### src/rtl/frame_sync_regen_pkg.sv
package frame_sync_regen_pkg;

    localparam int SEL_W = 4;

    typedef enum logic [SEL_W-1:0] {
        SEL_VS_WAIT = 4'd0,
        SEL_VS_ON   = 4'd1,
        SEL_VS_TAIL = 4'd2,
        SEL_HS_WAIT = 4'd3,
        SEL_HS_ON   = 4'd4,
        SEL_HS_OFF  = 4'd5,
        SEL_HS_NUM  = 4'd6,
        SEL_HS_TAIL = 4'd7,
        SEL_DE_WAIT = 4'd8,
        SEL_DE_ON   = 4'd9,
        SEL_DE_OFF  = 4'd10,
        SEL_DE_NUM  = 4'd11,
        SEL_DE_TAIL = 4'd12
    } field_sel_e;

    typedef enum logic [2:0] {
        PH_IDLE,
        PH_WAIT,
        PH_HIGH,
        PH_LOW,
        PH_TAIL
    } phase_e;

endpackage

### src/rtl/frame_sync_cfg.sv
module frame_sync_cfg
    import frame_sync_regen_pkg::*;
#(
    parameter int LW = 24,
    parameter int SW = 16
) (
    input  logic             clk,
    input  logic             rst_n,
    input  logic             wr_en,
    input  logic [SEL_W-1:0] wr_addr,
    input  logic [LW-1:0]    wr_data,
    output logic [LW-1:0]    vs_wait,
    output logic [LW-1:0]    vs_on,
    output logic [LW-1:0]    vs_tail,
    output logic [LW-1:0]    hs_wait,
    output logic [SW-1:0]    hs_on,
    output logic [SW-1:0]    hs_off,
    output logic [SW-1:0]    hs_num,
    output logic [LW-1:0]    hs_tail,
    output logic [LW-1:0]    de_wait,
    output logic [SW-1:0]    de_on,
    output logic [SW-1:0]    de_off,
    output logic [SW-1:0]    de_num,
    output logic [LW-1:0]    de_tail
);

    typedef struct packed {
        logic [LW-1:0] vs_wait;
        logic [LW-1:0] vs_on;
        logic [LW-1:0] vs_tail;
        logic [LW-1:0] hs_wait;
        logic [SW-1:0] hs_on;
        logic [SW-1:0] hs_off;
        logic [SW-1:0] hs_num;
        logic [LW-1:0] hs_tail;
        logic [LW-1:0] de_wait;
        logic [SW-1:0] de_on;
        logic [SW-1:0] de_off;
        logic [SW-1:0] de_num;
        logic [LW-1:0] de_tail;
    } bank_t;

    bank_t bank_d, bank_q;
    logic [SW-1:0] narrow;

    assign narrow = wr_data[SW-1:0];

    always_comb begin
        bank_d = bank_q;
        if (wr_en) begin
            case (field_sel_e'(wr_addr))
                SEL_VS_WAIT: bank_d.vs_wait = wr_data;
                SEL_VS_ON:   bank_d.vs_on   = wr_data;
                SEL_VS_TAIL: bank_d.vs_tail = wr_data;
                SEL_HS_WAIT: bank_d.hs_wait = wr_data;
                SEL_HS_ON:   bank_d.hs_on   = narrow;
                SEL_HS_OFF:  bank_d.hs_off  = narrow;
                SEL_HS_NUM:  bank_d.hs_num  = narrow;
                SEL_HS_TAIL: bank_d.hs_tail = wr_data;
                SEL_DE_WAIT: bank_d.de_wait = wr_data;
                SEL_DE_ON:   bank_d.de_on   = narrow;
                SEL_DE_OFF:  bank_d.de_off  = narrow;
                SEL_DE_NUM:  bank_d.de_num  = narrow;
                SEL_DE_TAIL: bank_d.de_tail = wr_data;
                default:     bank_d = bank_q;
            endcase
        end
    end

    always_ff @(posedge clk or negedge rst_n) begin
        if (!rst_n) bank_q <= '0;
        else        bank_q <= bank_d;
    end

    assign vs_wait = bank_q.vs_wait;
    assign vs_on   = bank_q.vs_on;
    assign vs_tail = bank_q.vs_tail;
    assign hs_wait = bank_q.hs_wait;
    assign hs_on   = bank_q.hs_on;
    assign hs_off  = bank_q.hs_off;
    assign hs_num  = bank_q.hs_num;
    assign hs_tail = bank_q.hs_tail;
    assign de_wait = bank_q.de_wait;
    assign de_on   = bank_q.de_on;
    assign de_off  = bank_q.de_off;
    assign de_num  = bank_q.de_num;
    assign de_tail = bank_q.de_tail;

endmodule

### src/rtl/frame_pulse_gen.sv
module frame_pulse_gen
    import frame_sync_regen_pkg::*;
#(
    parameter int WAIT_W = 24,
    parameter int ON_W   = 16,
    parameter int OFF_W  = 16,
    parameter int NUM_W  = 16,
    parameter int TAIL_W = 24
) (
    input  logic              clk,
    input  logic              rst_n,
    input  logic              restart,
    input  logic [WAIT_W-1:0] wait_len,
    input  logic [ON_W-1:0]   on_len,
    input  logic [OFF_W-1:0]  off_len,
    input  logic [NUM_W-1:0]  num_pulses,
    input  logic [TAIL_W-1:0] tail_len,
    output logic              wave,
    output logic              busy
);

    localparam int M1 = (WAIT_W > ON_W) ? WAIT_W : ON_W;
    localparam int M2 = (OFF_W > TAIL_W) ? OFF_W : TAIL_W;
    localparam int TW = (M1 > M2) ? M1 : M2;

    typedef struct packed {
        phase_e           ph;
        logic [TW-1:0]    tmr;
        logic [NUM_W-1:0] left;
    } gen_t;

    gen_t gen_d, gen_q;
    gen_t train, after_on, closing, reload_on;

    always_comb begin
        // Closing low interval, or idle when it is zero
        closing = '{ph: PH_IDLE, tmr: '0, left: '0};
        if (tail_len != '0) closing = '{ph: PH_TAIL, tmr: TW'(tail_len), left: '0};

        // Start of the pulse train after the wait
        if (num_pulses == '0)   train = closing;
        else if (on_len == '0)  train = '{ph: PH_IDLE, tmr: '0, left: '0};
        else                    train = '{ph: PH_HIGH, tmr: TW'(on_len), left: num_pulses};

        // End of a high phase: count down, then low, next high or closing
        if (gen_q.left <= NUM_W'(1))  after_on = closing;
        else if (off_len != '0)       after_on = '{ph: PH_LOW, tmr: TW'(off_len),
                                                   left: gen_q.left - NUM_W'(1)};
        else                          after_on = '{ph: PH_HIGH, tmr: TW'(on_len),
                                                   left: gen_q.left - NUM_W'(1)};

        // End of a low phase
        if (on_len == '0) reload_on = '{ph: PH_IDLE, tmr: '0, left: '0};
        else              reload_on = '{ph: PH_HIGH, tmr: TW'(on_len), left: gen_q.left};

        gen_d = gen_q;
        if (restart) begin
            if (wait_len != '0) gen_d = '{ph: PH_WAIT, tmr: TW'(wait_len), left: '0};
            else                gen_d = train;
        end else begin
            case (gen_q.ph)
                PH_WAIT: if (gen_q.tmr == TW'(1)) gen_d = train;
                         else gen_d.tmr = gen_q.tmr - TW'(1);
                PH_HIGH: if (gen_q.tmr == TW'(1)) gen_d = after_on;
                         else gen_d.tmr = gen_q.tmr - TW'(1);
                PH_LOW:  if (gen_q.tmr == TW'(1)) gen_d = reload_on;
                         else gen_d.tmr = gen_q.tmr - TW'(1);
                PH_TAIL: if (gen_q.tmr == TW'(1)) gen_d = '{ph: PH_IDLE, tmr: '0, left: '0};
                         else gen_d.tmr = gen_q.tmr - TW'(1);
                default: gen_d = gen_q;
            endcase
        end
    end

    always_ff @(posedge clk or negedge rst_n) begin
        if (!rst_n) gen_q <= '{ph: PH_IDLE, tmr: '0, left: '0};
        else        gen_q <= gen_d;
    end

    assign wave = (gen_q.ph == PH_HIGH);
    assign busy = (gen_q.ph != PH_IDLE);

endmodule

### src/rtl/frame_sync_regen.sv
module frame_sync_regen
    import frame_sync_regen_pkg::*;
#(
    parameter int LONG_W  = 24,
    parameter int SHORT_W = 16
) (
    input  logic              clk,
    input  logic              rst_n,
    input  logic              frame_start,
    input  logic              wr_en,
    input  logic [SEL_W-1:0]  wr_addr,
    input  logic [LONG_W-1:0] wr_data,
    output logic              vs_out,
    output logic              hs_out,
    output logic              de_out,
    output logic              overrun
);

    localparam int NGEN = 3;

    logic [LONG_W-1:0]  vs_wait_q, vs_on_q, vs_tail_q, hs_wait_q, hs_tail_q, de_wait_q, de_tail_q;
    logic [SHORT_W-1:0] hs_on_q, hs_off_q, hs_num_q, de_on_q, de_off_q, de_num_q;
    logic [NGEN-1:0]    busy_vec;

    typedef struct packed {
        logic ovr;
    } top_t;

    top_t top_d, top_q;

    frame_sync_cfg #(.LW(LONG_W), .SW(SHORT_W)) cfg_i (
        .clk(clk), .rst_n(rst_n), .wr_en(wr_en), .wr_addr(wr_addr), .wr_data(wr_data),
        .vs_wait(vs_wait_q), .vs_on(vs_on_q), .vs_tail(vs_tail_q),
        .hs_wait(hs_wait_q), .hs_on(hs_on_q), .hs_off(hs_off_q), .hs_num(hs_num_q), .hs_tail(hs_tail_q),
        .de_wait(de_wait_q), .de_on(de_on_q), .de_off(de_off_q), .de_num(de_num_q), .de_tail(de_tail_q)
    );

    // Vertical sync: one pulse, its low time is the closing interval
    frame_pulse_gen #(.WAIT_W(LONG_W), .ON_W(LONG_W), .OFF_W(1), .NUM_W(1), .TAIL_W(LONG_W)) vs_gen_i (
        .clk(clk), .rst_n(rst_n), .restart(frame_start),
        .wait_len(vs_wait_q), .on_len(vs_on_q), .off_len(1'b0), .num_pulses(1'b1),
        .tail_len(vs_tail_q), .wave(vs_out), .busy(busy_vec[0])
    );

    frame_pulse_gen #(.WAIT_W(LONG_W), .ON_W(SHORT_W), .OFF_W(SHORT_W), .NUM_W(SHORT_W), .TAIL_W(LONG_W)) hs_gen_i (
        .clk(clk), .rst_n(rst_n), .restart(frame_start),
        .wait_len(hs_wait_q), .on_len(hs_on_q), .off_len(hs_off_q), .num_pulses(hs_num_q),
        .tail_len(hs_tail_q), .wave(hs_out), .busy(busy_vec[1])
    );

    frame_pulse_gen #(.WAIT_W(LONG_W), .ON_W(SHORT_W), .OFF_W(SHORT_W), .NUM_W(SHORT_W), .TAIL_W(LONG_W)) de_gen_i (
        .clk(clk), .rst_n(rst_n), .restart(frame_start),
        .wait_len(de_wait_q), .on_len(de_on_q), .off_len(de_off_q), .num_pulses(de_num_q),
        .tail_len(de_tail_q), .wave(de_out), .busy(busy_vec[2])
    );

    always_comb begin
        top_d = top_q;
        if (frame_start) top_d.ovr = |busy_vec;
    end

    always_ff @(posedge clk or negedge rst_n) begin
        if (!rst_n) top_q <= '0;
        else        top_q <= top_d;
    end

    assign overrun = top_q.ovr;

endmodule

### config.mk
export PLATFORM = sky130hd
export DESIGN_NAME = frame_sync_regen
export DESIGN_NICKNAME = d
export VERILOG_FILES = /design/src/rtl/frame_sync_regen_pkg.sv /design/src/rtl/frame_sync_cfg.sv /design/src/rtl/frame_pulse_gen.sv /design/src/rtl/frame_sync_regen.sv
export SDC_FILE = /design/constraint.sdc
export NUM_CORES = 1
export LEC_CHECK = 0
export BUFFER_PORTS_ARGS = -buffer_cell sky130_fd_sc_hd__clkbuf_2
export CAP_MARGIN = 30
export CORE_UTILIZATION = 38
export DETAILED_ROUTE_END_ITERATION = 16
export PLACE_DENSITY_LB_ADDON = 0.1
export SYNTH_ARGS = -nofsm -noshare
export SYNTH_HDL_FRONTEND = slang
export SYNTH_SLANG_ARGS = --single-unit
### constraint.sdc
create_clock -name clk -period 3.05 [get_ports clk]
set_input_delay 0.4575 -clock clk [delete_from_list [all_inputs] [get_ports clk]]
set_output_delay 0.4575 -clock clk [all_outputs]
set_load 0.02 [all_outputs]
-- Yosys cells after proc, flatten, opt, wreduce, memory -nomap -nowiden
Index checks and enable logic that the tools add are counted.
- $add $sub $neg: 6
- magnitude comparators: 3
- equality and inequality tests: 42
- multiplexer cells: 61
- reduce and logical (&&, ||, !) cells: 40
- operators by type and width (cell ; count):
    $mux 43 ; 10
    $pmux 43 s4 ; 2
    $mux 24 ; 12
    $mux 42 ; 4
    $reduce_bool 24->1 ; 6
    $mux 16 ; 8
    $pmux 28 s4 ; 1
    $mux 28 ; 3
    $mux 41 ; 2
    $mux 27 ; 3
    $eq 24x1->1 const B ; 3
    $sub 24x1->24 const B ; 3
    $logic_not 16->1 ; 4
    $ne 3x2->1 const B ; 15
    $mux 3 ; 12
    $le 16x1->1 const B ; 2
    $reduce_bool 16->1 ; 2
    $sub 16x1->16 const B ; 2
    $reduce_and 2->1 ; 13
    $logic_not 24->1 ; 1
    $eq 4x4->1 const B ; 5
    $eq 3x2->1 const B ; 6
    $reduce_and 6->1 ; 3
    $eq 4x3->1 const B ; 4
    other kinds (12) ; 26
- bits in registers: 379
- word-level logic and storage cells: 175

-- Depth between registers and ports, before layout
Gate-level depths: netlist of run 1.
- depth after elaboration: 6
- gate-level depth with buffers: 11
- mapped depth without buffers: 9

-- Modules after synthesis
A second synthesis of run 1 with hierarchy kept.
- cell total of the unflattened synthesis: 2082
- area total of the unflattened synthesis: 21170.3 um^2
- by module, submodules not included (module ; times used ; cells an instance ; area an instance (um^2) ; sequential area each (um^2)):
    frame_sync_cfg ; 1 ; 588 ; 10058.4 ; 6606.3
    frame_pulse_gen (de_gen_i) ; 1 ; 539 ; 4038.9 ; 1076.0
    frame_pulse_gen (hs_gen_i) ; 1 ; 537 ; 4031.4 ; 1076.0
    frame_pulse_gen (vs_gen_i) ; 1 ; 412 ; 2995.4 ; 675.6
    frame_sync_regen ; 1 ; 6 ; 46.3 ; 25.0

-- Worst setup path after synthesis of run 1
OpenSTA, ideal clock, no wires.
- kind: reg-to-reg
- start point: register hs_gen_i.gen_q[10] (netlist bit)
- end point: register hs_gen_i.gen_q[30] (netlist bit)
- setup time: 0.128 ns
- arrival time: 2.533 ns
- path slack: 0.389 ns
- stages on the path, launching flop included: 9
- buffers on the path: 1
- period minus slack after synthesis: 2.661 ns
- cells stage by stage: dfrtp_1 or4_4 or4_4 nor3_4 buf_6 mux2_2 a221o_1 a41oi_1 o21ai_0
- word-level cells in the longest chain between the ends: 5
- RTL lines (item ; RTL line ; RTL):
    from (decl) ; frame_pulse_gen.sv:32 ; gen_t gen_d, gen_q;
    from (signal assigned) ; frame_pulse_gen.sv:76 ; if (!rst_n) gen_q <= '{ph: PH_IDLE, tmr: '0, left: '0};
    from (signal assigned) ; frame_pulse_gen.sv:77 ; else gen_q <= gen_d;
    $le 16x1->1 ; frame_pulse_gen.sv:46 ; if (gen_q.left <= NUM_W'(1)) after_on = closing;
    $mux 43 ; frame_pulse_gen.sv:46 ;
    $mux 24 ; frame_pulse_gen.sv:64 ; PH_HIGH: if (gen_q.tmr == TW'(1)) gen_d = after_on;
    $pmux 43 s4 ; frame_pulse_gen.sv:61 ; case (gen_q.ph)
    $mux 43 ; frame_pulse_gen.sv:57 ; if (restart) begin
No other way between the ends.
A chain may end at the register's enable or synchronous reset.

-- Worst setup path in the final report of run 1
- start point: register de_gen_i.gen_q[17] (netlist bit)
- end point: register de_gen_i.gen_q[29] (netlist bit)
- word-level cells in the longest chain between the ends: 4
- RTL lines (item ; RTL line):
    from (decl) ; frame_pulse_gen.sv:32
    from (signal assigned) ; frame_pulse_gen.sv:76
    from (signal assigned) ; frame_pulse_gen.sv:77
    $sub 24x1->24 or $eq 24x1->1 (tied branches) ; --
    $mux 24 (on tied branches) ; --
    $pmux 43 s4 (*) ; frame_pulse_gen.sv:61
    $mux 43 (*) ; frame_pulse_gen.sv:57
Every way passes the cells marked *; elsewhere a longest branch is shown, timed or not.

==> flow_summary.json, run 1 <==
{
  "status": "finished, final reports clean",
  "synth.top_cells.by_area": "dfrtp_1, mux2_2, a21oi_1, nand2_1, o21ai_0",
  "via_per_inst": 6.18,
  "postRouteWirelength_um": 70500,
  "yosysTopAreaCell": "dfrtp_1",
  "drtAntennaViolNets": 0,
  "vias": 16955,
  "netlist_top_cells_count": "dfrtp_1, mux2_2, nand2_1",
  "max_stage_delay_ns": 0.62,
  "syn_area_mm2": 0.0201,
  "cts_max_level": 2,
  "dpl_worst_slack_ns": 0.0710,
  "fin_ws_ns": 0.130,
  "initial_core_util_pct": 38.8,
  "finalHoldViolations": 0,
  "drc": 0,
  "powerDensity_mw_per_mm2": 762,
  "row_count": 83,
  "fin_cells": 2742,
  "synth-async-reset-ratio_pct": 100,
  "dieHeight_um": 232,
  "period_needed_ns": 2.92,
  "regArea_mm2": 0.00946,
  "cts_root_buf": "clkbuf_16",
  "worstRegToRegCells": 9,
  "multi_input_area_mm2": 0.0101,
  "drv_cap": 0,
  "path_clk_slew_ns": 0.07,
  "drt_iter0_drc": 1558,
  "p_leak_nw": 9.47,
  "drive_gt1_share_pct": 25.5,
  "reg2reg_setup_slack_ns": 0.13,
  "cts_inserted_buffers": 44,
  "fmax_ghz": 0.342,
  "utilization_pct": 44.5,
  "tns_ns": 0,
  "synth_flop_cell": "dfrtp_1",
  "clock_skew_ns": 0.0284,
  "slew_violations": 0,
  "yosysWarningCount": 0,
  "first_global_vias": 16702,
  "clock_path_buffers": 3,
  "cts_tree": "done",
  "synth_most_common_cell": "dfrtp_1",
  "yosysSeqAreaShare_pct": 47.2,
  "ys_seq_elements": 378,
  "dp_hpwl_um": 49400,
  "port_buffers": 35,
  "clk_latency_ns": 0.59,
  "final_cell_area_mm2": 0.0230,
  "syn_to_final_growth_pct": 14.8,
  "crit_chain": "inv_1 -> ha_1 -> or4b_2 -> nor2_1 -> and4_2 -> nand2_1 -> a221oi_1 -> a211oi_1 -> a211o_1",
  "fillers": 4939,
  "critPathKind": "flip-flop to flip-flop",
  "end_kind": "flip-flop",
  "synthCells": 1958,
  "synth-edff-count": 0,
  "hold_depth": 2,
  "setup_viol": 0,
  "ios": 36,
  "core_area_mm2": 0.0517,
  "cts.sinks": 378,
  "gp_congestion": 0.940,
  "finalNetCount": 2071,
  "grt_remaining_overflow": 0,
  "fin_crit_sh_pct": 95.8,
  "cp_max_fo": 6,
  "min_path_type": "input pin to flip-flop",
  "avgRoutedWirePerCell_um": 25.7,
  "yosysUniqueCellTypes": 81,
  "dr.pass1.iters": 6,
  "die_area_mm2": 0.0537,
  "diodes": 0,
  "grt_start_max_net_pins": 85,
  "crit_slowest_cell": "or4b_2",
  "tightest_slew_ns": 1.09,
  "crit_required_ns": 3.50,
  "relSlewSlack_pct": 26.8,
  "start_kind": "flip-flop",
  "die_x_um": 232,
  "synth_top_area_share_pct": 47.2,
  "dp_cells": 2662,
  "antenna_found_initial": 7,
  "grt_pass1_wl_um": 107000,
  "vdd_drop_max_v": 0.000429,
  "syn_nets": 2000,
  "arrival_ns": 3.37,
  "postPlaceCellArea_mm2": 0.0216,
  "grt_util_all_layers_pct": 26.3,
  "avgSynthCellArea_um2": 10.2
}
==> layout make-up <==
class	count	area share, %
multi-input cells	1432	43.7
clock buffers	58	5.31
repair buffers	147	4.87
flip-flops and latches	378	41.1
well taps	680	3.70
inverters	26	0.424
clock inverters	21	0.924
==> metal layers <==
metal / wire length (um) / share of wire [%] / up-vias / global-route usage, %
li1: - / - / 7582 / -
met5: 39 / 0.055 / - / 0
met3: 4000 / 5.7 / 143 / 3.78
met4: 2780 / 3.9 / 6 / 10.8
met1: 31500 / 45 / 8620 / 36.3
met2: 32200 / 46 / 604 / 41.4
==> power by group <==
part	leakage (nW)	internal (mW)	switching, mW
registers	4.66	6.23	1.50
logic	4.11	2.02	2.45
clock network	0.703	3.09	2.25
total	9.47	11.3	6.20
==> flip-flops by register name, summed over array words and instances, names as in the netlist <==
register,cells
de_gen_i.gen_q,43
hs_gen_i.gen_q,43
vs_gen_i.gen_q,27
cfg_i.de_tail,24
cfg_i.de_wait,24
cfg_i.hs_tail,24
cfg_i.hs_wait,24
cfg_i.vs_on,24
cfg_i.vs_tail,24
cfg_i.vs_wait,24
cfg_i.de_num,16
cfg_i.de_off,16
cfg_i.de_on,16
cfg_i.hs_num,16
cfg_i.hs_off,16
cfg_i.hs_on,16
overrun,1
==> cells by family after synthesis <==
kind of cell	count (synthesis)	share of synthesized area, %
multiplexers	288	16.1
flip-flops	378	47.2
AO/OA/AOI/OAI	522	17.2
XOR/XNOR	27	1.18
buffers and inverters	148	2.91
adder cells (fa/ha/maj)	10	0.624
AND/OR/NAND/NOR	585	14.8
==> critical path, delay by kind of cell (launching register included) <==
kind	cells	cell delay (ns)
DFF	1	0.40
adders and majority gates	1	0.18
AOI/OAI and AO/OA	3	0.72
and+or+nand+nor	4	1.42
buffers and inverters	1	0.09
==> path summary, 6_finish.rpt <==
kind,start,to
min reg2reg,hs_gen_i.gen_q[28],hs_gen_i.gen_q[28]
min in group asynchronous,rst_n,vs_gen_i.gen_q[23]
max reg2reg,de_gen_i.gen_q[17],de_gen_i.gen_q[29]
max in group asynchronous,rst_n,cfg_i.hs_on[6]
max,de_gen_i.gen_q[17],de_gen_i.gen_q[29]
min,wr_data[17],cfg_i.de_wait[17]
==> layout by cell type, fill, tap and decap left out, drive strengths merged, types with 32 or more instances in the layout <==
master	netlist	routed
nand2	151	151
nor2	133	133
mux2	273	273
buf	16	113
dfrtp	378	378
o21ai	113	113
clkbuf	106	91
a221oi	33	33
nand3	32	32
nor4	86	86
a21oi	137	137
nor3	60	60
==> stage by stage <==
step,total power [mW],hold WS [ns]
4_1_cts,17.6,0.291
2_1_floorplan,10.3,0.162
6_report,17.5,0.339
5_1_grt,18.4,0.332
3_5_place_dp,12.2,0.495
3_3_place_gp,12.1,0.491
==> what timing repair did <==
item | 4_1_cts | 5_1_grt
hold endpoints to repair | 74 | 0
gates resized for setup | 0 | 5
setup endpoints to repair | 0 | 5
buffers inserted | 0 | 0
hold buffers | 1 | 0
Power figures use the tool's default switching activity.
==> run 2, diff against run 1 <==
--- a/config.mk
+++ b/config.mk
@@ -12,4 +12,5 @@
 export PLACE_DENSITY_LB_ADDON = 0.1
 export SYNTH_ARGS = -nofsm -noshare
 export SYNTH_HDL_FRONTEND = slang
+export SYNTH_HIERARCHICAL = 1
 export SYNTH_SLANG_ARGS = --single-unit
==> run 2 against run 1 <==
Compared with the run above:
- worst hold slack better by 0.0063 ns
- highest routed layer unchanged
- critical endpoint is now de_gen_i/gen_q[31]
- global-route usage hardly changed
- cell area is 4.2% higher
- routed wire length is 4.8% higher
==> flow_summary.json, run 2 <==
{
  "status": "finished, final reports clean",
  "drtAntennaViolNets": 0,
  "p_leak_nw": 10.0,
  "vdd_drop_max_v": 0.000404,
  "cts.sinks": 378,
  "slew_violations": 0,
  "diodes": 0,
  "syn_to_final_growth_pct": 13.4,
  "fin_crit_sh_pct": 95.0,
  "avgRoutedWirePerCell_um": 25.4,
  "end_kind": "flip-flop",
  "dieHeight_um": 238,
  "via_per_inst": 6.05,
  "fmax_ghz": 0.345,
  "cts_tree": "done",
  "relSlewSlack_pct": 34.8,
  "arrival_ns": 3.40,
  "clock_skew_ns": 0.0121,
  "final_cell_area_mm2": 0.0240,
  "cts_inserted_buffers": 46,
  "setup_viol": 0,
  "tightest_slew_ns": 0.978,
  "drv_cap": 0,
  "start_kind": "flip-flop",
  "grt_start_max_net_pins": 86,
  "port_buffers": 35,
  "grt_util_all_layers_pct": 26.3,
  "cts_root_buf": "clkbuf_16",
  "gp_congestion": 0.934,
  "min_path_type": "input pin to flip-flop",
  "final_cell_mix": "dfrtp_1, mux2_2, nor2_1, nand2_1, o21ai_0",
  "cts_max_level": 2,
  "dp_hpwl_um": 52000,
  "drive_gt1_share_pct": 24.5,
  "layout_commonest_cell": "dfrtp_1",
  "critPathKind": "flip-flop to flip-flop",
  "crit_required_ns": 3.55,
  "finalNetCount": 2172,
  "clk_latency_ns": 0.58,
  "path_clk_slew_ns": 0.06,
  "dr.pass1.iters": 5,
  "antenna_found_initial": 4,
  "yosysWarningCount": 6,
  "core_area_mm2": 0.0551,
  "largestRegisters": "de_gen_i/gen_q: 43 flops, hs_gen_i/gen_q: 43 flops, vs_gen_i/gen_q: 27 flops",
  "vias": 17617,
  "powerDensity_mw_per_mm2": 693,
  "first_global_vias": 17253,
  "synthCells": 2081,
  "clock_path_buffers": 3,
  "drc": 0,
  "tns_ns": 0,
  "postPlaceCellArea_mm2": 0.0225,
  "cts_setup_buffers": 0,
  "hold_ws_ns": 0.345,
  "syn_area_mm2": 0.0212,
  "grt_remaining_overflow": 0,
  "period_needed_ns": 2.90,
  "finalHoldViolations": 0,
  "initial_core_util_pct": 38.4,
  "postRouteWirelength_um": 73900,
  "drt_iter0_drc": 1448,
  "die_area_mm2": 0.0566,
  "cp_max_fo": 7,
  "ios": 36,
  "row_count": 86,
  "rsz0062_at_grt": "no",
  "grt_pass1_wl_um": 114000,
  "die_x_um": 238,
  "avgSynthCellArea_um2": 10.2
}
## run 2: changes by cell type in the layout (fill, tap and decap cells not counted), sizes merged, moves of 15 or more
cell,previous run,this run
mux2i,15,54
nor2,133,160
a31oi,30,15
a21oi,137,119
o21ai,113,184
buf,113,92
## run 2: worst max-delay path, stage by stage, from the launching register on
cell      delay, ns
dfrtp_1        0.42
inv_1          0.11
ha_1           0.30
nor2_1         0.09
or4_4          0.54
nor2_4         0.15
buf_4          0.18
a211oi_1       0.07
o32ai_1        0.49
buf_4          0.21
o21ai_0        0.08
a21oi_1        0.15
## run 2: worst paths after layout
check                                         from                 end  slack, ns  cells past startpoint
max in group asynchronous                    rst_n  vs_gen_i/gen_q[14]       1.62                      3
worst min-delay path                   wr_data[23]   cfg_i/de_wait[23]       0.35                      2
worst max register to register   de_gen_i/gen_q[0]  de_gen_i/gen_q[31]       0.15                     11
min in group asynchronous                    rst_n      cfg_i/de_on[9]       0.48                      2
worst max-delay path             de_gen_i/gen_q[0]  de_gen_i/gen_q[31]       0.15                     11
worst min register to register  hs_gen_i/gen_q[10]  hs_gen_i/gen_q[10]       0.49                      2
## run 2: area by class of cell
| type | count | area, um^2 |
|---|---|---|
| multi-input combinational | 1552 | 11000 |
| clock buffer | 60 | 1280 |
| fill | 5364 | 31100 |
| timing repair buffer | 126 | 956 |
| tap | 748 | 936 |
| inverter | 26 | 97.6 |
| sequential | 378 | 9460 |
| clock inverter | 23 | 234 |
## run 2: layer usage
layer	up-vias	share of wire, %	global-route usage (%)
met2	577	45	40.7
li1	7940	-	-
met5	-	0.050	0
met1	9001	47	38.6
met3	93	5.8	4.13
met4	6	2.0	6.00
## run 2: metrics by stage
step / worst slack, ns / power (mW) / std cells / util, %
floorplan: 0.543 / 9.53 / 2082 / -
global placement: 0.259 / 11.0 / 2828 / 40.7
detailed placement: 0.210 / 11.1 / 2829 / 40.8
CTS: 0.197 / 16.7 / 2913 / 43.5
global route: 0.0564 / 17.4 / 2913 / 43.6
finish: 0.154 / 16.6 / 2913 / 43.6
## run 2: power breakdown
| part | switching (mW) | internal (mW) |
|---|---|---|
| Combinational | 1.78 | 1.74 |
| Sequential | 1.47 | 6.11 |
| Clock | 2.29 | 3.23 |
## run 2: repair_timing
item | CTS | global route
hold buffers | 1 | 0
hold endpoints to repair | 78 | 0
setup endpoints to repair | 0 | 2
gates resized for setup | 0 | 1
